===== src/rtl/pwr_mode_toggle.sv =====
module pwr_mode_toggle #(
  parameter int ADDR_W = 8,
  parameter int DATA_W = 32,
  parameter logic [ADDR_W-1:0] CTRL_ADDR  = 8'h3C,
  parameter logic [ADDR_W-1:0] GATE0_ADDR = 8'h40,
  parameter logic [ADDR_W-1:0] CLK0_ADDR  = 8'h44,
  parameter logic [ADDR_W-1:0] GATE1_ADDR = 8'h48,
  parameter logic [ADDR_W-1:0] CLK1_ADDR  = 8'h4C,
  parameter logic [DATA_W-1:0] GATE_VALUE = 32'h0002_000F
) (
  input  logic              clk,
  input  logic              rst_n,
  input  logic              start,
  input  logic [1:0]        cur_mode,
  input  logic [DATA_W-1:0] clk_cfg,
  input  logic              sleep_active,
  output logic              wr_en,
  output logic [ADDR_W-1:0] wr_addr,
  output logic [DATA_W-1:0] wr_data,
  output logic              done
);
  typedef enum logic [2:0] {S_IDLE, S_GATE, S_CLK, S_CTRL, S_WAIT} st_t;

  st_t               st;
  logic              to_m1;
  logic [DATA_W-1:0] cfg_q;
  logic              done_q;

  always_ff @(posedge clk) begin
    if (!rst_n) begin
      st     <= S_IDLE;
      to_m1  <= 1'b0;
      cfg_q  <= '0;
      done_q <= 1'b0;
    end else begin
      done_q <= 1'b0;
      case (st)
        S_IDLE: if (start) begin
          if (cur_mode == 2'b11) begin
            done_q <= 1'b1;
          end else begin
            to_m1 <= (cur_mode == 2'b00);
            cfg_q <= clk_cfg;
            st    <= S_GATE;
          end
        end
        S_GATE: st <= S_CLK;
        S_CLK:  st <= S_CTRL;
        S_CTRL: st <= S_WAIT;
        S_WAIT: if (!sleep_active) begin
          done_q <= 1'b1;
          st     <= S_IDLE;
        end
        default: st <= S_IDLE;
      endcase
    end
  end

  assign wr_en = (st == S_GATE) || (st == S_CLK) || (st == S_CTRL);
  assign done  = done_q;

  always_comb begin
    wr_addr = '0;
    wr_data = '0;
    case (st)
      S_GATE: begin
        wr_addr = to_m1 ? GATE1_ADDR : GATE0_ADDR;
        wr_data = GATE_VALUE;
      end
      S_CLK: begin
        wr_addr = to_m1 ? CLK1_ADDR : CLK0_ADDR;
        wr_data = cfg_q;
      end
      S_CTRL: begin
        wr_addr = CTRL_ADDR;
        wr_data = {{(DATA_W-2){1'b0}}, 1'b0, to_m1};
      end
      default: ;
    endcase
  end
endmodule



===== config.mk =====
export PLATFORM = sky130hd
export DESIGN_NAME = pwr_mode_toggle
export DESIGN_NICKNAME = d
export VERILOG_FILES = /design/src/rtl/pwr_mode_toggle.sv
export SDC_FILE = /design/constraint.sdc
export NUM_CORES = 1
export LEC_CHECK = 0
export ABC_AREA = 0
export BUFFER_PORTS_ARGS = -buffer_cell sky130_fd_sc_hd__buf_4
export CORE_MARGIN = 3
export CORE_UTILIZATION = 35
export CTS_BUF_LIST = sky130_fd_sc_hd__clkbuf_4 sky130_fd_sc_hd__clkbuf_8
export DETAILED_ROUTE_END_ITERATION = 8
export GPL_ROUTABILITY_DRIVEN = 0
export GPL_TIMING_DRIVEN = 1
export PLACE_DENSITY = 0.72
export SLEW_MARGIN = 20
export SYNTH_ARGS = -nofsm -noshare
export SYNTH_HDL_FRONTEND = slang
export SYNTH_SLANG_ARGS = --single-unit

===== constraint.sdc =====
create_clock -name clk -period 3.48 [get_ports clk]
set_input_delay 0.174 -clock clk [delete_from_list [all_inputs] [get_ports clk]]
set_output_delay 0.174 -clock clk [all_outputs]
set_load 0.1 [all_outputs]

==> out/qor.txt, run 1 <==
status - finished, final reports clean
first-pass GRT wire length - 6120 um
vias in the first global route - 1403
total core area - 4880 um2
Routed Antenna Nets - 0
hold buffers post-CTS - 0
Vias - 1560
non-filler instance count after layout - 351
Fmax achieved - 0.433 GHz
Slew Limit Fails - 0
initial antenna violation count - 0
Leak Pwr - 1.13 nW
WL final - 3970 um
YS warnings - 0
Rows - 25
Worst Min Path Start - clk_cfg[14]
crit path max fanout - 27
CP endpoint kind - primary output
critical path class - flip-flop to primary output
worst vdd ir - 0.188 mV
setup TNS - 0 ns
Ant. Diodes - 0
area delta synth->final - 35.1%
Final Hold Viols - 0
Starting Density - 37.2%
Slew @ Worst Pin - 1.03 ns
DR iter-0 viols - 79
Tcrit/Tclk final - 66.4%
Compound-Gate Fraction of Synth Area - 3.59%
die height - 78.0 um
insertion delay to the later sink of the worst-skew pair - 0.28 ns
count of cell types in the netlist - 25
Mapped Cells - 219
DRC viols - 0
startpoint types - flip-flop
Vias/cell - 4.44
Worst EP arrival - 2.14 ns
final setup vio count - 0
main combinational cell family by area after synthesis - simple AND/OR/NAND/NOR gates
mux cell area share after synthesis - 18.2%
cell total after placement - 343
Hold Slack - 0.138 ns
CTS Sinks - 37
Rel. slew slack - 31.3%
total track usage - 12.5%
Die X - 78.0 um
Max Cap Viol - 0
HPWL after DPL - 2730 um
PostCTS Resize Cnt - 0
clk slew on worst S/H paths - 0.07 ns
Reg2Reg Launch Point - st[0]
Synth Flop Type - dfxtp_1
min cycle time layout - 2.31 ns
Adder-Cell Fraction of Synth Area - 0%
io pins - 80
Async SR Flop Fraction - 0%
synthesized area - 1810 um2
family with the most delay on the worst path - simple AND/OR/NAND/NOR gates
CTS max path bufs - 2
post-synthesis register bit count - 37
nets - 321
# Post-CTS Setup Buffers - 0
router iterations before antenna repair - 4
H-tree lvl count - 2
Worst Skew - 0.00414 ns
PwrDens - 450 nW/um2
Port Buf Inserts - 76
die area - 6080 um2
Req. time, crit path - 3.31 ns
post-synthesis sequential area ratio - 40.8%
Critical Path Slowest Stage Cell - nor2_2
largest net degree at the start of global routing - 71
WL per Instance - 11.3 um
class of the worst hold path - primary input to flip-flop
Synth Area in XOR/XNOR - 0%
Mean Syn Cell Area - 8.28 um2
worst path bufs/invs - 1
Crit. Startpoint - st[1]
RSZ-0062 raised after global routing - no
max incr delay on CP - 0.68 ns
CTS root buf - clkbuf_8
number of flops mapped to enable cells by yosys - 0
Post-Place Cell Area - 2350 um2
Inserted Clock Buffers - 5
layout cells sized above 1 - 30.6%
total gr overflow - 0
crit-path cells - nand2b_1, nor2_2, and2_1, buf_4
post-route cell area - 2450 um2
CTS tree - built
Simple-Gate Fraction of Synth Area - 29.9%
## cells in the mapped netlist (2+ instances only)
cell       n  area, um2
nand3_1    2       10.0
dfxtp_1   37        741
mux2i_1   33        330
nor2_2     2       12.5
buf_2      3       15.0
nand2_1   71        267
nor4b_1    2       17.5
buf_4      4       30.0
clkbuf_1  10       37.5
and2_1    28        175
nor2b_1    3       18.8
buf_6      4       45.0
a21oi_1    8       40.0
## state kept, by name (all words and copies together) (netlist names)
register,cells
cfg_q,32
st,3
done,1
to_m1,1
## worst paths after layout
kind / endpoint / slack (ns) / depth (start not counted)
setup reg to reg: cfg_q[25] / 1.53 / 3
hold / removal: cfg_q[14] / 0.14 / 3
hold reg to reg: cfg_q[15] / 0.45 / 2
setup / recovery: wr_data[5] / 1.17 / 4
## cell type report
| class | instances | area, um2 |
|---|---|---|
| Fill cell | 522 | 2430 |
| Sequential cell | 37 | 741 |
| Clock inverter | 1 | 5.00 |
| Multi-Input combinational cell | 162 | 951 |
| Inverter | 1 | 3.75 |
| Tap cell | 67 | 83.8 |
| Clock buffer | 7 | 96.3 |
| Timing Repair Buffer | 76 | 571 |
## cells in the final DEF (no fill, tap or decap), drive strengths merged, types with 2 or more instances in the layout
cell,n
a21oi,8
and2,28
buf,76
clkbuf,7
conb,3
dfxtp,37
mux2i,33
nand2,71
nand3,2
nor2,3
nor2b,3
nor4b,2
o21ai,2
## per-layer routing
metal | track usage (%) | wire length [um] | part of all wire [%] | vias to the layer above
met1 | 14.8 | 1730 | 44 | 680
met5 | 0 | 0 | 0 | -
met2 | 20.3 | 1860 | 47 | 50
li1 | - | - | - | 823
met4 | 5.24 | 51 | 1.3 | 0
met3 | 4.41 | 337 | 8.5 | 7
## metrics by stage
stage,power [mW],utilization [%],setup WS (ns)
detailed placement,0.796,48.2,1.44
CTS,1.12,50.2,1.12
finish,1.10,50.2,1.17
floorplan,0.728,-,0.301
global placement,0.792,48.2,1.52
global route,1.15,50.2,0.961
## worst register-to-register path, stage by stage, from the launching register on
cell     delay [ns]
dfxtp_1        0.38
nor2_2         0.21
and4b_2        0.96
mux2i_1        0.31
## logic make-up after synthesis
group / count (synthesis)
multiplexers: 33
AND/OR/NAND/NOR: 114
AO/OA/AOI/OAI: 12
flip-flops: 37
other: 1
buffers and inverters: 22
## where the power goes
| group | switching [mW] | internal [mW] |
|---|---|---|
| clock | 0.141 | 0.179 |
| sequential | 0.0184 | 0.455 |
| combinational | 0.218 | 0.0922 |
| total | 0.378 | 0.726 |
Power figures use the tool's default switching activity.
==> run 2: changes to the inputs <==
--- a/config.mk
+++ b/config.mk
@@ -13,7 +13,7 @@
 export DETAILED_ROUTE_END_ITERATION = 8
 export GPL_ROUTABILITY_DRIVEN = 0
 export GPL_TIMING_DRIVEN = 1
-export PLACE_DENSITY = 0.72
+export PLACE_DENSITY = 0.75
 export SLEW_MARGIN = 20
 export SYNTH_ARGS = -nofsm -noshare
 export SYNTH_HDL_FRONTEND = slang
==> constraint.sdc (replaced) <==
create_clock -name clk -period 2 [get_ports clk]
set_input_delay 0.1 -clock clk [delete_from_list [all_inputs] [get_ports clk]]
set_output_delay 0.1 -clock clk [all_outputs]
set_load 0.1 [all_outputs]
==> run 2 against run 1 <==
Effect of this change:
- sequential share of layout area down 1.1 points
- first-iteration DRC count down 18%
- final cell count up 1.7%
- clock skew up 0.0048 ns
- utilization up 1.9 points
- highest routed layer unchanged
- largest cell class unchanged
- power up 86%
==> out/qor.txt, run 2 (synthesis gave the netlist of run 1 again) <==
min cycle time layout - 1.81 ns
Fill cells - 483
hold buffers post-CTS - 0
post-route worst setup slack - 0.187 ns
startpoint types - flip-flop
first-pass GRT wire length - 6460 um
CP endpoint kind - primary output
Final Hold Viols - 0
Req. time, crit path - 1.90 ns
Worst Skew - 0.00897 ns
insertion delay to the later sink of the worst-skew pair - 0.28 ns
Worst R2R Setup Slack - 0.49 ns
Ant. Diodes - 0
Hold Slack - 0.0625 ns
Fmax achieved - 0.552 GHz
critical path class - flip-flop to primary output
class of the worst hold path - primary input to flip-flop
total gr overflow - 0
RSZ-0062 raised after global routing - no
most frequent cells in the layout - buf_4, nand2_1, dfxtp_1, mux2i_1, and2_1
DR iter-0 viols - 65
total core area - 4880 um2
CTS tree - built
total track usage - 13.0%
die area - 6080 um2
initial antenna violation count - 0
DRC viols - 0
PwrDens - 805 nW/um2
Post-Place Cell Area - 2420 um2
WL per Instance - 10.8 um
Port Buf Inserts - 76
post-route cell area - 2540 um2
worst vdd ir - 0.440 mV
WL final - 3870 um
Reg with most FFs - cfg_q
largest net degree at the start of global routing - 51
CTS max path bufs - 2
Largest regs - cfg_q x32, st x3
Worst EP arrival - 1.71 ns
HPWL after DPL - 2950 um
final core occ - 52.1%
PostCTS Resize Cnt - 0
Max Cap Viol - 0
H-tree lvl count - 2
status - finished, final reports clean
router iterations before antenna repair - 4
Slew Limit Fails - 0
final setup vio count - 0
Routed Antenna Nets - 0
Starting Density - 37.2%
# Post-CTS Setup Buffers - 0
non-filler instance count after layout - 357
vias in the first global route - 1532
Leak Pwr - 1.17 nW
Tcrit/Tclk final - 90.7%
Vias - 1588
clk slew on worst S/H paths - 0.08 ns
pre-CTS setup slack - 0.498 ns
layout cells sized above 1 - 34.5%
Vias/cell - 4.45
die height - 78.0 um
Die X - 78.0 um
most common cell after layout, fill and taps aside - buf_4
area delta synth->final - 40.2%
Inserted Clock Buffers - 5
CTS Sinks - 37
cell total after placement - 349
nets - 327
max reg flops - 32
Rows - 25
crit path max fanout - 13
io pins - 80
CTS root buf - clkbuf_8
[run 2: cell type report]
type / instances / area [um2] / area share (%)
clock buffers: 6 / 82.6 / 3.25
inverters: 1 / 3.75 / 0.148
clock inverters: 2 / 37.5 / 1.48
repair buffers: 82 / 616 / 24.2
well taps: 67 / 83.8 / 3.30
flip-flops and latches: 37 / 741 / 29.1
multi-input cells: 162 / 980 / 38.5
[run 2: metrics by stage]
stage	power, mW	TNS, ns
6_report	2.05	0
5_1_grt	2.14	0
4_1_cts	2.07	0
3_5_place_dp	1.40	0
3_3_place_gp	1.39	0
2_1_floorplan	1.28	-0.497
[run 2: worst paths after layout]
path,start,depth (start not counted),to
max,st[1],5,wr_data[6]
min,clk_cfg[22],3,cfg_q[22]
max reg2reg,st[1],4,cfg_q[21]
min reg2reg,cfg_q[13],2,cfg_q[13]
[run 2: report_power, final]
part / internal (mW) / switching [mW] / total [mW] / leakage (nW)
Clock: 0.406 / 0.265 / 0.670 / 0.0574
Sequential: 0.791 / 0.0315 / 0.822 / 0.303
Combinational: 0.172 / 0.384 / 0.556 / 0.810
Total: 1.37 / 0.680 / 2.05 / 1.17
[run 2: per-layer routing]
metal | track usage (%) | routed length (um) | share of wire [%]
met2 | 22.9 | 1840 | 47
met1 | 14.8 | 1710 | 44
met5 | 0 | 0 | 0
met3 | 5.10 | 294 | 7.6
met4 | 2.62 | 29 | 0.75
[run 2: critical path, cell delays in order (launching register included)]
cell	delay [ns]
dfxtp_1	0.52
nand2b_1	0.15
nor2_2	0.12
buf_4	0.18
and2_1	0.16
buf_4	0.29
==> run 3: changes to the inputs <==
--- a/config.mk
+++ b/config.mk
@@ -9,7 +9,7 @@
 export BUFFER_PORTS_ARGS = -buffer_cell sky130_fd_sc_hd__buf_4
 export CORE_MARGIN = 3
 export CORE_UTILIZATION = 35
-export CTS_BUF_LIST = sky130_fd_sc_hd__clkbuf_4 sky130_fd_sc_hd__clkbuf_8
+export CTS_BUF_LIST = sky130_fd_sc_hd__clkbuf_16
 export DETAILED_ROUTE_END_ITERATION = 8
 export GPL_ROUTABILITY_DRIVEN = 0
 export GPL_TIMING_DRIVEN = 1
==> run 3 against run 2 <==
Effect of this change:
- utilization is 0.95 points higher
- register-to-register slack hardly changed
- combinational power hardly changed
- global-route usage is 0.097 points higher
- die area stayed put
- final cell count stayed put
- worst setup slack better by 0.025 ns
- hold slack better by 0.013 ns
- maximum frequency is 1.4% higher
- largest power group is now clock
- clock-buffer cell count is 1 lower
- first-iteration DRC count is 23% higher
==> out/qor.txt, run 3 (synthesis gave the netlist of run 1 again) <==
vias in the first global route - 1547
cell total after placement - 349
Worst Min Path Start - clk_cfg[22]
CTS Sinks - 37
Critical Path Slowest Stage Cell - dfxtp_1
class of the worst hold path - primary input to flip-flop
DR iter-0 viols - 80
crit path max fanout - 13
Port Buf Inserts - 76
H-tree lvl count - 2
non-filler instance count after layout - 357
post-route worst setup slack - 0.211 ns
Worst Reg-to-Reg Cells - 4
# Post-CTS Setup Buffers - 0
Routed Antenna Nets - 0
WHS Endpoint - cfg_q[22]
CTS max path bufs - 2
total core area - 4880 um2
HPWL after DPL - 2950 um
Ant. Diodes - 0
Starting Density - 37.2%
PostCTS Resize Cnt - 0
DRC viols - 0
Rows - 25
Inserted Clock Buffers - 5
Tcrit/Tclk final - 89.4%
most used cell, CP - buf_4
final core occ - 53.1%
insertion delay to the later sink of the worst-skew pair - 0.27 ns
PwrDens - 871 nW/um2
Vias - 1585
Worst Skew - 0.00357 ns
worst path bufs/invs - 2
total gr overflow - 0
initial antenna violation count - 0
most frequent cells in the layout - buf_4, nand2_1, dfxtp_1, mux2i_1, and2_1
io pins - 80
RSZ-0062 raised after global routing - no
Max Cap Viol - 0
Hold Slack - 0.0757 ns
WL final - 3920 um
total track usage - 13.1%
startpoint types - flip-flop
Final Hold Viols - 0
CP endpoint kind - primary output
reg2reg end - cfg_q[21]
Post-Place Cell Area - 2420 um2
nets - 327
Worst R2R Setup Slack - 0.50 ns
CTS root buf - clkbuf_16
largest net degree at the start of global routing - 51
clk slew on worst S/H paths - 0.06 ns
min cycle time layout - 1.79 ns
die area - 6080 um2
final setup vio count - 0
pre-CTS setup slack - 0.498 ns
Reg2Reg Launch Point - st[1]
post-route cell area - 2590 um2
total power - 2.26 mW
Fmax achieved - 0.559 GHz
Slew Limit Fails - 0
setup TNS - 0 ns
Hold Path Depth - 3
crit-path cells - nand2b_1, nor2_2, buf_4, and2_1, buf_4
Vias/cell - 4.44
Leak Pwr - 1.19 nW
Largest regs - cfg_q x32, st x3
worst vdd ir - 0.420 mV
hold buffers post-CTS - 0
Req. time, crit path - 1.90 ns
die height - 78.0 um
max incr delay on CP - 0.50 ns
status - finished, final reports clean
WL per Instance - 11.0 um
first-pass GRT wire length - 6520 um
Die X - 78.0 um
most common cell after layout, fill and taps aside - buf_4
family with the most delay on the worst path - flip-flops
Worst EP arrival - 1.69 ns
router iterations before antenna repair - 4
CTS tree - built
layout cells sized above 1 - 34.1%
max reg flops - 32
Reg with most FFs - cfg_q
area delta synth->final - 42.8%
critical path class - flip-flop to primary output
## run 3: cell count changes in the layout (fill, tap and decap cells not counted), sizes merged
cell | previous run | this run
clkbuf | 6 | 5
clkinv | 0 | 1
## run 3: layout make-up
class / instances / area [um2]
repair buffers: 82 / 616
fillers: 477 / 2290
clock buffers: 5 / 125
inverters: 1 / 3.75
clock inverters: 3 / 41.3
well taps: 67 / 83.8
flip-flops and latches: 37 / 741
multi-input cells: 162 / 980
## run 3: worst reg2reg max path: cells and delay by family, from the launching register on
family	cells	cell delay [ns]
DFF	1	0.40
muxes	1	0.26
and+or+nand+nor	2	0.45
buffers and inverters	1	0.30
## run 3: worst max path at each step
stage | cells past startpoint | slack [ns] | to | from
2_1_floorplan | 3 | -0.21 | wr_data[0] | st[2]
3_3_place_gp | 5 | 0.53 | wr_data[6] | st[1]
3_5_place_dp | 4 | 0.50 | cfg_q[21] | st[0]
4_1_cts | 5 | 0.19 | wr_data[6] | st[1]
5_1_grt | 5 | 0.05 | wr_data[28] | st[1]
6_report | 5 | 0.21 | wr_data[6] | st[1]
## run 3: report_power, final
part / total (mW) / internal, mW / switching [mW]
Combinational: 0.556 / 0.172 / 0.384
Clock: 0.875 / 0.583 / 0.292
Sequential: 0.824 / 0.792 / 0.0314
## run 3: layer usage
layer / up-vias / part of all wire [%] / GRT usage [%]
met5: - / 0 / 0
met3: 4 / 7.2 / 4.76
met1: 701 / 44 / 14.8
met2: 46 / 48 / 23.2
met4: 0 / 0.92 / 3.15
li1: 834 / - / -
